[config.mk]
export PLATFORM = sky130hd
export DESIGN_NAME = thread_dispatch_sched
export DESIGN_NICKNAME = d
export VERILOG_FILES = /design/src/rtl/tds_pkg.sv /design/src/rtl/tds_ctx_fifo.sv /design/src/rtl/tds_select.sv /design/src/rtl/tds_qos_timer.sv /design/src/rtl/thread_dispatch_sched.sv
export SDC_FILE = /design/constraint.sdc
export NUM_CORES = 1
export LEC_CHECK = 0
export BUFFER_PORTS_ARGS = -buffer_cell sky130_fd_sc_hd__buf_2
export CAP_MARGIN = 20
export CORE_ASPECT_RATIO = 0.9
export CORE_MARGIN = 2
export CORE_UTILIZATION = 35
export DETAILED_ROUTE_END_ITERATION = 8
export PLACE_DENSITY_LB_ADDON = 0.1
export SLEW_MARGIN = 20
export SYNTH_ARGS = -nofsm -noshare
export SYNTH_HDL_FRONTEND = slang
export SYNTH_HIERARCHICAL = 1
export SYNTH_SLANG_ARGS = --single-unit
[constraint.sdc]
create_clock -name clk_i -period 7.1 [get_ports clk_i]
set_clock_uncertainty 0.15 [all_clocks]
set_input_delay 0.71 -clock clk_i [delete_from_list [all_inputs] [get_ports clk_i]]
set_output_delay 0.71 -clock clk_i [all_outputs]
set_load 0.1 [all_outputs]
[src/rtl/tds_pkg.sv]
package tds_pkg;
  typedef enum logic [1:0] {
    SEL_ROUND  = 2'd0,
    SEL_FIXED  = 2'd1,
    SEL_STICKY = 2'd2,
    SEL_RSVD   = 2'd3
  } sel_mode_e;
endpackage

[src/rtl/tds_ctx_fifo.sv]
module tds_ctx_fifo #(
  parameter int DATA_W = 16,
  parameter int DEPTH  = 4,
  localparam int PTR_W = (DEPTH > 1) ? $clog2(DEPTH) : 1,
  localparam int CNT_W = $clog2(DEPTH + 1)
) (
  input  logic              clk_i,
  input  logic              rst_ni,
  input  logic              push_i,
  input  logic              pop_i,
  input  logic [DATA_W-1:0] data_i,
  output logic [DATA_W-1:0] data_o,
  output logic              empty_o,
  output logic              full_o
);
  logic [DATA_W-1:0] mem_q [DEPTH];
  logic [PTR_W-1:0]  wr_q, rd_q;
  logic [CNT_W-1:0]  cnt_q;
  logic              push_ok, pop_ok;

  assign full_o  = (cnt_q == CNT_W'(DEPTH));
  assign empty_o = (cnt_q == '0);
  assign push_ok = push_i && !full_o;
  assign pop_ok  = pop_i && !empty_o;
  assign data_o  = mem_q[rd_q];

  always_ff @(posedge clk_i) begin
    if (push_ok) mem_q[wr_q] <= data_i;
  end

  always_ff @(posedge clk_i or negedge rst_ni) begin
    if (!rst_ni) begin
      wr_q  <= '0;
      rd_q  <= '0;
      cnt_q <= '0;
    end else begin
      if (push_ok) wr_q <= (wr_q == PTR_W'(DEPTH - 1)) ? '0 : wr_q + 1'b1;
      if (pop_ok)  rd_q <= (rd_q == PTR_W'(DEPTH - 1)) ? '0 : rd_q + 1'b1;
      case ({push_ok, pop_ok})
        2'b10:   cnt_q <= cnt_q + 1'b1;
        2'b01:   cnt_q <= cnt_q - 1'b1;
        default: cnt_q <= cnt_q;
      endcase
    end
  end
endmodule

[src/rtl/tds_select.sv]
module tds_select
  import tds_pkg::*;
#(
  parameter int NUM_CTX = 4,
  parameter int IDX_W   = 2
) (
  input  logic [NUM_CTX-1:0] elig_i,
  input  logic [1:0]         mode_i,
  input  logic [IDX_W-1:0]   last_i,
  input  logic               force_i,
  input  logic [IDX_W-1:0]   force_idx_i,
  output logic               gnt_valid_o,
  output logic [IDX_W-1:0]   gnt_idx_o
);
  logic [IDX_W-1:0] rr_idx, fx_idx;
  logic             rr_found;
  sel_mode_e        mode;

  assign mode        = sel_mode_e'(mode_i);
  assign gnt_valid_o = |elig_i;

  always_comb begin
    int cand;
    rr_found = 1'b0;
    rr_idx   = '0;
    for (int k = 1; k <= NUM_CTX; k++) begin
      cand = int'(last_i) + k;
      if (cand >= NUM_CTX) cand = cand - NUM_CTX;
      if (!rr_found && elig_i[cand]) begin
        rr_found = 1'b1;
        rr_idx   = IDX_W'(cand);
      end
    end
  end

  always_comb begin
    fx_idx = '0;
    for (int i = NUM_CTX - 1; i >= 0; i--) begin
      if (elig_i[i]) fx_idx = IDX_W'(i);
    end
  end

  always_comb begin
    if (force_i) begin
      gnt_idx_o = force_idx_i;
    end else begin
      case (mode)
        SEL_FIXED:  gnt_idx_o = fx_idx;
        SEL_STICKY: gnt_idx_o = elig_i[last_i] ? last_i : rr_idx;
        default:    gnt_idx_o = rr_idx;
      endcase
    end
  end
endmodule

[src/rtl/tds_qos_timer.sv]
module tds_qos_timer #(
  parameter int WIN_W = 8
) (
  input  logic             clk_i,
  input  logic             rst_ni,
  input  logic             en_i,
  input  logic             hit_i,
  input  logic [WIN_W-1:0] window_i,
  output logic             due_o
);
  logic [WIN_W-1:0] cnt_q;

  assign due_o = en_i && (({1'b0, cnt_q} + 1'b1) >= {1'b0, window_i});

  always_ff @(posedge clk_i or negedge rst_ni) begin
    if (!rst_ni)              cnt_q <= '0;
    else if (!en_i || hit_i)  cnt_q <= '0;
    else if (cnt_q != '1)     cnt_q <= cnt_q + 1'b1;
  end
endmodule

[src/rtl/thread_dispatch_sched.sv]
module thread_dispatch_sched #(
  parameter int NUM_CTX = 4,
  parameter int DEPTH   = 4,
  parameter int DATA_W  = 16,
  parameter int WIN_W   = 8,
  localparam int IDX_W  = (NUM_CTX > 1) ? $clog2(NUM_CTX) : 1
) (
  input  logic                      clk_i,
  input  logic                      rst_ni,
  input  logic [NUM_CTX-1:0]        push_valid_i,
  input  logic [NUM_CTX*DATA_W-1:0] push_data_i,
  output logic [NUM_CTX-1:0]        full_o,
  input  logic [NUM_CTX-1:0]        ctx_en_i,
  input  logic [NUM_CTX-1:0]        ctx_stall_i,
  input  logic [1:0]                mode_i,
  input  logic                      qos_en_i,
  input  logic [IDX_W-1:0]          qos_ctx_i,
  input  logic [WIN_W-1:0]          qos_window_i,
  output logic                      disp_valid_o,
  output logic [IDX_W-1:0]          disp_ctx_o,
  output logic [DATA_W-1:0]         disp_data_o
);
  logic [NUM_CTX-1:0] ctx_empty, elig, pop;
  logic [DATA_W-1:0]  head [NUM_CTX];
  logic [IDX_W-1:0]   last_q, gnt_idx;
  logic               gnt_valid, qos_due, qos_force, qos_in_range;

  for (genvar i = 0; i < NUM_CTX; i++) begin : g_ctx
    tds_ctx_fifo #(.DATA_W(DATA_W), .DEPTH(DEPTH)) fifo_i (
      .clk_i   (clk_i),
      .rst_ni  (rst_ni),
      .push_i  (push_valid_i[i]),
      .pop_i   (pop[i]),
      .data_i  (push_data_i[i*DATA_W +: DATA_W]),
      .data_o  (head[i]),
      .empty_o (ctx_empty[i]),
      .full_o  (full_o[i])
    );
    assign elig[i] = ctx_en_i[i] && !ctx_stall_i[i] && !ctx_empty[i];
    assign pop[i]  = gnt_valid && (gnt_idx == IDX_W'(i));
  end

  assign qos_in_range = int'(qos_ctx_i) < NUM_CTX;
  assign qos_force    = qos_due && qos_in_range && elig[qos_ctx_i];

  tds_qos_timer #(.WIN_W(WIN_W)) qos_i (
    .clk_i    (clk_i),
    .rst_ni   (rst_ni),
    .en_i     (qos_en_i),
    .hit_i    (gnt_valid && (gnt_idx == qos_ctx_i)),
    .window_i (qos_window_i),
    .due_o    (qos_due)
  );

  tds_select #(.NUM_CTX(NUM_CTX), .IDX_W(IDX_W)) sel_i (
    .elig_i      (elig),
    .mode_i      (mode_i),
    .last_i      (last_q),
    .force_i     (qos_force),
    .force_idx_i (qos_ctx_i),
    .gnt_valid_o (gnt_valid),
    .gnt_idx_o   (gnt_idx)
  );

  always_ff @(posedge clk_i or negedge rst_ni) begin
    if (!rst_ni)        last_q <= IDX_W'(NUM_CTX - 1);
    else if (gnt_valid) last_q <= gnt_idx;
  end

  assign disp_valid_o = gnt_valid;
  assign disp_ctx_o   = gnt_idx;
  assign disp_data_o  = gnt_valid ? head[gnt_idx] : '0;
endmodule

# Yosys cells after proc, flatten, opt, wreduce, memory -nomap -nowiden
# Memory sizes are Yosys's and may differ from the RTL's.
# Index checks and enable logic that the tools add are counted.
# totals
regBits,38
latch_bits,0
ram_bits,256
rom_bits,0
input_bits,91
out_inout_bits,23
n_memories,4
# mem_list
name,depth,word_bits,rd,rd_ports_with_merged_regs,wr,line,text
g_ctx[0].fifo_i.mem_q,4,16,1,0,1,tds_ctx_fifo.sv:16,logic [DATA_W-1:0] mem_q [DEPTH];
g_ctx[1].fifo_i.mem_q,4,16,1,0,1,tds_ctx_fifo.sv:16,
g_ctx[2].fifo_i.mem_q,4,16,1,0,1,tds_ctx_fifo.sv:16,
g_ctx[3].fifo_i.mem_q,4,16,1,0,1,tds_ctx_fifo.sv:16,
# op_classes
n_addsub,26
multipliers,0
div_mod_pow,0
magnitude_cmp,12
n_eq_ne,27
shifts,0
n_mux,60
bitwise,1
n_reduce_logical,54
# op_table
op,count
$ge 32x4->1 const B,4
$lt 32x4->1 const B,4
$mux 32,4
$sub 32x4->32 const B,4
$mux 16,3
$mux 2,18
$bmux 16 s2,1
$eq 2x2->1 const B,15
$logic_and 1x1->1,26
$pmux 3 s2,4
$mux 1,21
$add 2x1->2 const B,8
$logic_not 1->1,16
$mux 8,2
$add 3x1->3 const B,4
$bmux 1 s2,6
$eq 2x1->1 const B,6
$eq 3x3->1 const B,4
$logic_not 3->1,4
$sub 3x1->3 const B,4
$reduce_bool 2->1,5
$add 8x1->9 const B,1
$ge 9x8->1,1
$add 8x1->8 const B,1
other kinds (12),14

# Depth between registers and ports, before layout
# depth
word_depth,24
ltp_mapped,25

# Hierarchy
# Netlist, hierarchy kept.
# modules_own_cells
mod,instances,cells_per_inst,area_per_inst_um2,seq_area_each_um2
tds_ctx_fifo (g_ctx[0].fifo_i ...),3,124,2800.2,2097.0
tds_ctx_fifo (g_ctx[1].fifo_i),1,125,2768.9,2097.0
thread_dispatch_sched,1,60,698.2,52.6
tds_qos_timer,1,72,616.8,200.2
tds_select,1,45,301.5,0.0

# Worst setup path before layout
# No wires, ideal clock.
# synth_timing
path_type,reg-to-output
from,register qos_i.cnt_q[0]
to,output disp_data_o[1]
t_arrival_ns,6.641
slack_ns,-0.401
path_stages_with_launch,17
cell_sequence,dfrtp_1 ha_1 nand3_2 nor2_1 xor2_1 ha_1 nand2_1 o21ai_0 a21oi_1 o21ai_0 inv_1 o311ai_0 nor2b_1 a221oi_1 buf_2 mux4_2 and2_1
# synth_via
elab_chain_cells,10
# synth_lines
element,line,text
from (decl),tds_qos_timer.sv:11,logic [WIN_W-1:0] cnt_q;
from (signal assigned),tds_qos_timer.sv:18,else if (cnt_q != '1) cnt_q <= cnt_q + 1'b1;
$add 8x1->9,tds_qos_timer.sv:13,"assign due_o = en_i && (({1'b0, cnt_q} + 1'b1) >= {1'b0, window_i});"
$ge 9x8->1,tds_qos_timer.sv:13,
$logic_and 1x1->1,tds_qos_timer.sv:13,
via qos_due,thread_dispatch_sched.sv:26,"logic gnt_valid, qos_due, qos_force, qos_in_range;"
$logic_and 1x1->1,thread_dispatch_sched.sv:44,assign qos_force = qos_due && qos_in_range && elig[qos_ctx_i];
via qos_force,thread_dispatch_sched.sv:26,
$mux 2,tds_select.sv:44,if (force_i) begin
via disp_ctx_o[1],thread_dispatch_sched.sv:20,"output logic [IDX_W-1:0] disp_ctx_o,"
$not 2->3 (not written as such),thread_dispatch_sched.sv:72,assign disp_data_o = gnt_valid ? head[gnt_idx] : '0;
$bmux 16 s2,thread_dispatch_sched.sv:72,
$mux 16 (not written as such) (2 in series),thread_dispatch_sched.sv:72,
$mux 16,thread_dispatch_sched.sv:72,
to (decl),thread_dispatch_sched.sv:21,output logic [DATA_W-1:0] disp_data_o
# The timed path passes the listed nets, and every way through them passes these cells. The select of a mux whose other input is x is not followed.

# Worst setup path after layout
# layout_timing
from,register qos_i.cnt_q[0]
to,output disp_data_o[10]
# layout_via
elab_chain_cells,10
# layout_lines
element,line
$add 8x1->9,tds_qos_timer.sv:13
$ge 9x8->1,tds_qos_timer.sv:13
$logic_and 1x1->1,tds_qos_timer.sv:13
via qos_due,thread_dispatch_sched.sv:26
$logic_and 1x1->1,thread_dispatch_sched.sv:44
via qos_force,thread_dispatch_sched.sv:26
$mux 2,tds_select.sv:44
$not 2->3 (not written as such),thread_dispatch_sched.sv:72
$bmux 16 s2,thread_dispatch_sched.sv:72
$mux 16 (not written as such) (2 in series),thread_dispatch_sched.sv:72
$mux 16,thread_dispatch_sched.sv:72
# The timed path passes the listed nets, and every way through them passes these cells. The select of a mux whose other input is x is not followed.

==> metrics.md <==
| Metric | Value |
|---|---|
| Status | `finished, final reports clean` |
| Clock-pin slew on the worst setup and hold paths | `0.06 ns` |
| Most common flop cell mapped by yosys | `edfxtp_1` |
| Ratio of cells with drive above 1 in the final layout | `0.312` |
| Hold Vio Cnt, Final | `0` |
| Die H | `185 um` |
| Area of the mapped netlist | `0.0128 mm^2` |
| Max-slew headroom | `0.295` |
| CTS Buffer Depth | `3` |
| Crit Path Class | `register to primary output` |
| Cts bufs inserted | `34` |
| Layout area overhead | `16.0%` |
| Maximum VDD drop | `0.292 mV` |
| Tcrit/Tclk final | `0.831` |
| Post-CTS Resized | `0` |
| Post-Synth Adder-Cell Area | `0.0405` |
| Max-slew violation count | `0` |
| Synth Net Count | `804` |
| Worst-path fanout max | `15` |
| Global route overflow | `0` |
| CP peak stage delay | `approximately 0.45 ns` |
| Dpl hpwl | `20100 um` |
| Number of port buffers | `about 110` |
| Clock latency on the worst-skew pair | `0.51 ns` |
| Vias/cell | `4.90` |
| XOR/XNOR Fraction of Synth Area | `0.0144` |
| Initial antenna violation count | `8` |
| Final Setup Violations | `0` |
| Floorplan core area | `0.0361 mm^2` |
| Worst endpoint required time | `6.24 ns` |
| CTS tree | `done` |
| Largest family of logic cells by synthesized area | `multiplexers` |
| Post-layout min period | `a little under 6 ns` |
| First-pass GRT wire length | `between 40000 and 50000 um` |
| Hold WC Path Type | `input port to asynchronous set/reset pin` |
| Leakage power | `0.00546 uW` |
| Die ar. | `0.0381 mm^2` |
| Hold slack | `0.0802 ns` |
| Tot GR Track Use | `0.157` |
| Post-synth top area share | `0.601` |
| GPL Wtd Cong | `0.770` |
| Post-detailed-route wirelength per cell | `22.2 um` |
| CP max stage cell | `buf_2` |
| Crit. End Element | `primary output` |
| Die X-Extent | `between 200 and 250 um` |
| Nets | `933` |
| Register area share after synthesis | `0.676` |
| # hold bufs at CTS | `0` |
| CP top delay family | `compound AO/OA/AOI/OAI gates` |
| Power Density | `438 mW/mm^2` |
| Post-synthesis mux area share | `0.169` |
| Setup Fix Bufs, Post-CTS | `0` |
| Worst-Margin Slew | `1.06 ns` |
| Largest net degree at the start of global routing | `39` |
| Synth top cells by count | `edfxtp_1 (256), mux4_2 (55), inv_1 (42)` |
| Antenna viol nets, final | `0` |
| Post-synthesis cell count | `674` |
| YS warnings | `6` |
| Most common cell in the netlist | `edfxtp_1` |
| Via count | `6405` |
| Critical Path, Cell by Cell | `ha_1, nand3_2, nor2_1, xor2_1, ha_1, nand2_1, o21ai_0, a21oi_1, o21ai_0, inv_1, o311ai_0, buf_4, a311o_1, a31oi_1, a221oi_4, buf_4, mux4_2, and2_1, buf_2` |
| Num ports | `114` |
| CP Launch Type | `register` |
| RSZ-0062 raised after global routing | `false` |
| MaxCap Viol Count | `0` |
| Number of detailed-route iterations in the first pass | `4` |
| Critical path buffers and inverters | `4` |
| Fillers | `3233` |
| Number of synthesized flops with an enable pin | `256` |
| Row count | `66` |
| Leading area contributor after synthesis | `edfxtp_1` |
| Synth Register Bits | `294` |
| Drt drc | `0` |
| Routed WL | `around 29000 um` |
| Synth cell types | `52` |
| Synth Area in Compound Gates | `0.0132` |
| Asr flop ratio synth | `0.129` |
| Synth area leaders | `edfxtp_1 (60%), mux4_2 (9.7%), dfrtp_1 (7.0%), mux4_1 (5.1%), ha_1 (3.4%)` |
| Max Freq | `around 170 MHz` |
| Synth Area in Simple Gates | `0.0575` |
| Vias in the first global route | `6853` |
| Syn avg cell area | `roughly 19 um^2` |
| DR iter-0 viols | `343` |
| Crit path DAT | `5.04 ns` |
| Root buffer cell | `clkbuf_16` |
| Setup_tns | `0 ns` |
| Sink Count | `~300` |
| R2R setup slack | `1.74 ns` |
| # H-tree levels | `2` |
| Initial core utilization | `0.354` |
-- worst register-to-register path, stage by stage (launching register included) --
cell and delay [ns]:
dfrtp_1 0.44, ha_1 0.24, nand3_2 0.13, nor2_1 0.19, xor2_1 0.12, ha_1 0.31, nand2_1 0.06, o21ai_0 0.18
a21oi_1 0.06, o21ai_0 0.32, inv_1 0.07, o311ai_0 0.32, buf_4 0.21, a311o_1 0.13, a31oi_1 0.07, a221oi_4 0.44
buf_4 0.37, and3_1 0.21, nand2b_1 0.10, inv_1 0.08, ha_1 0.18, inv_1 0.07, fa_1 0.39, xor2_1 0.15
nor2_1 0.12, xor2_1 0.17
-- final cells by class --
cell class / count / area [um^2] / share of cell area
sequential: 294 / 8640 / 0.583
inverter: 42 / 158 / 0.0106
timing repair buffer: 119 / 613 / 0.0413
clock buffer: 49 / 938 / 0.0632
clock inverter: 12 / 88.8 / 0.00599
multi-input combinational: 312 / 3790 / 0.255
tap: 476 / 596 / 0.0401
antenna: 4 / 10.0 / 0.000675
-- path summary, 6_finish.rpt --
kind / from / end / cells past startpoint
max: qos_i/cnt_q[0]$_DFFE_PN0P_ / disp_data_o[10] / 19
max in group asynchronous: rst_ni / g_ctx[3].fifo_i/rd_q[0]$_DFFE_PN0P_ / 1
min in group clk_i: push_data_i[40] / g_ctx[2].fifo_i/mem_q[3][8]$_DFFE_PP_ / 1
max reg2reg: qos_i/cnt_q[0]$_DFFE_PN0P_ / g_ctx[3].fifo_i/cnt_q[2]$_DFFE_PN0P_ / 25
min: rst_ni / g_ctx[2].fifo_i/cnt_q[1]$_DFFE_PN0P_ / 1
min reg2reg: g_ctx[1].fifo_i/cnt_q[2]$_DFFE_PN0P_ / g_ctx[1].fifo_i/cnt_q[2]$_DFFE_PN0P_ / 1
-- routing by layer --
metal,GRT usage,share of wire,vias up,wire [um]
li1,-,-,2913,-
met1,0.208,0.43,3282,12600
met2,0.257,0.48,154,14000
met3,0.0429,0.066,48,1910
met4,0.0380,0.018,8,532
met5,0,0.0019,-,55
-- cell usage in the layout (no fill, tap or decap), drive strengths merged, types with 4 or more instances in the layout --
cell	count
fa	4
buf	119
nand2	11
dfrtp	36
mux2	17
and2	29
clkinv	8
nand2b	9
nor3b	9
diode	4
a21oi	7
xnor2	8
xor2	13
nor2	28
ha	35
nand3	4
nor3	8
clkbuf	49
mux2i	7
o21ai	6
and3	6
nor2b	9
inv	43
mux4	80
edfxtp	256
-- flip-flops by register name, indices dropped and copies added, names as in the netlist --
signal / cells
g_ctx.fifo_i/mem_q: 256
g_ctx.fifo_i/cnt_q: 12
g_ctx.fifo_i/rd_q: 8
g_ctx.fifo_i/wr_q: 8
qos_i/cnt_q: 8
last_q: 2
-- per-stage QoR --
| step | std cells | setup WS (ns) | total power [uW] | util | instance area [um^2] |
|---|---|---|---|---|---|
| 2_1_floorplan | 674 | 0.629 | 4340 | - | 12800 |
| 5_1_grt | 1304 | 0.748 | 6830 | 0.411 | 14800 |
| 4_1_cts | 1304 | 1.17 | 6620 | 0.411 | 14800 |
| 3_5_place_dp | 1243 | 1.72 | 4980 | 0.382 | 13800 |
| 3_3_place_gp | 1243 | 1.90 | 4900 | 0.382 | 13800 |
| 6_report | 1308 | 1.20 | 6500 | 0.411 | 14800 |
-- cell families after synthesis --
| group | after synthesis |
|---|---|
| simple gates | 123 |
| flops | 294 |
| xor+xnor | 21 |
| fa+ha+maj | 39 |
| mux | 104 |
| compound gates | 25 |
| buf+inv | 68 |
-- power breakdown --
group	internal (uW)	switching [uW]	leakage, uW
clock network	956	663	0.000495
logic	851	1400	0.00216
registers	2310	318	0.00280
total	4120	2380	0.00546
Note: power is estimated with default switching activity, not from simulation.
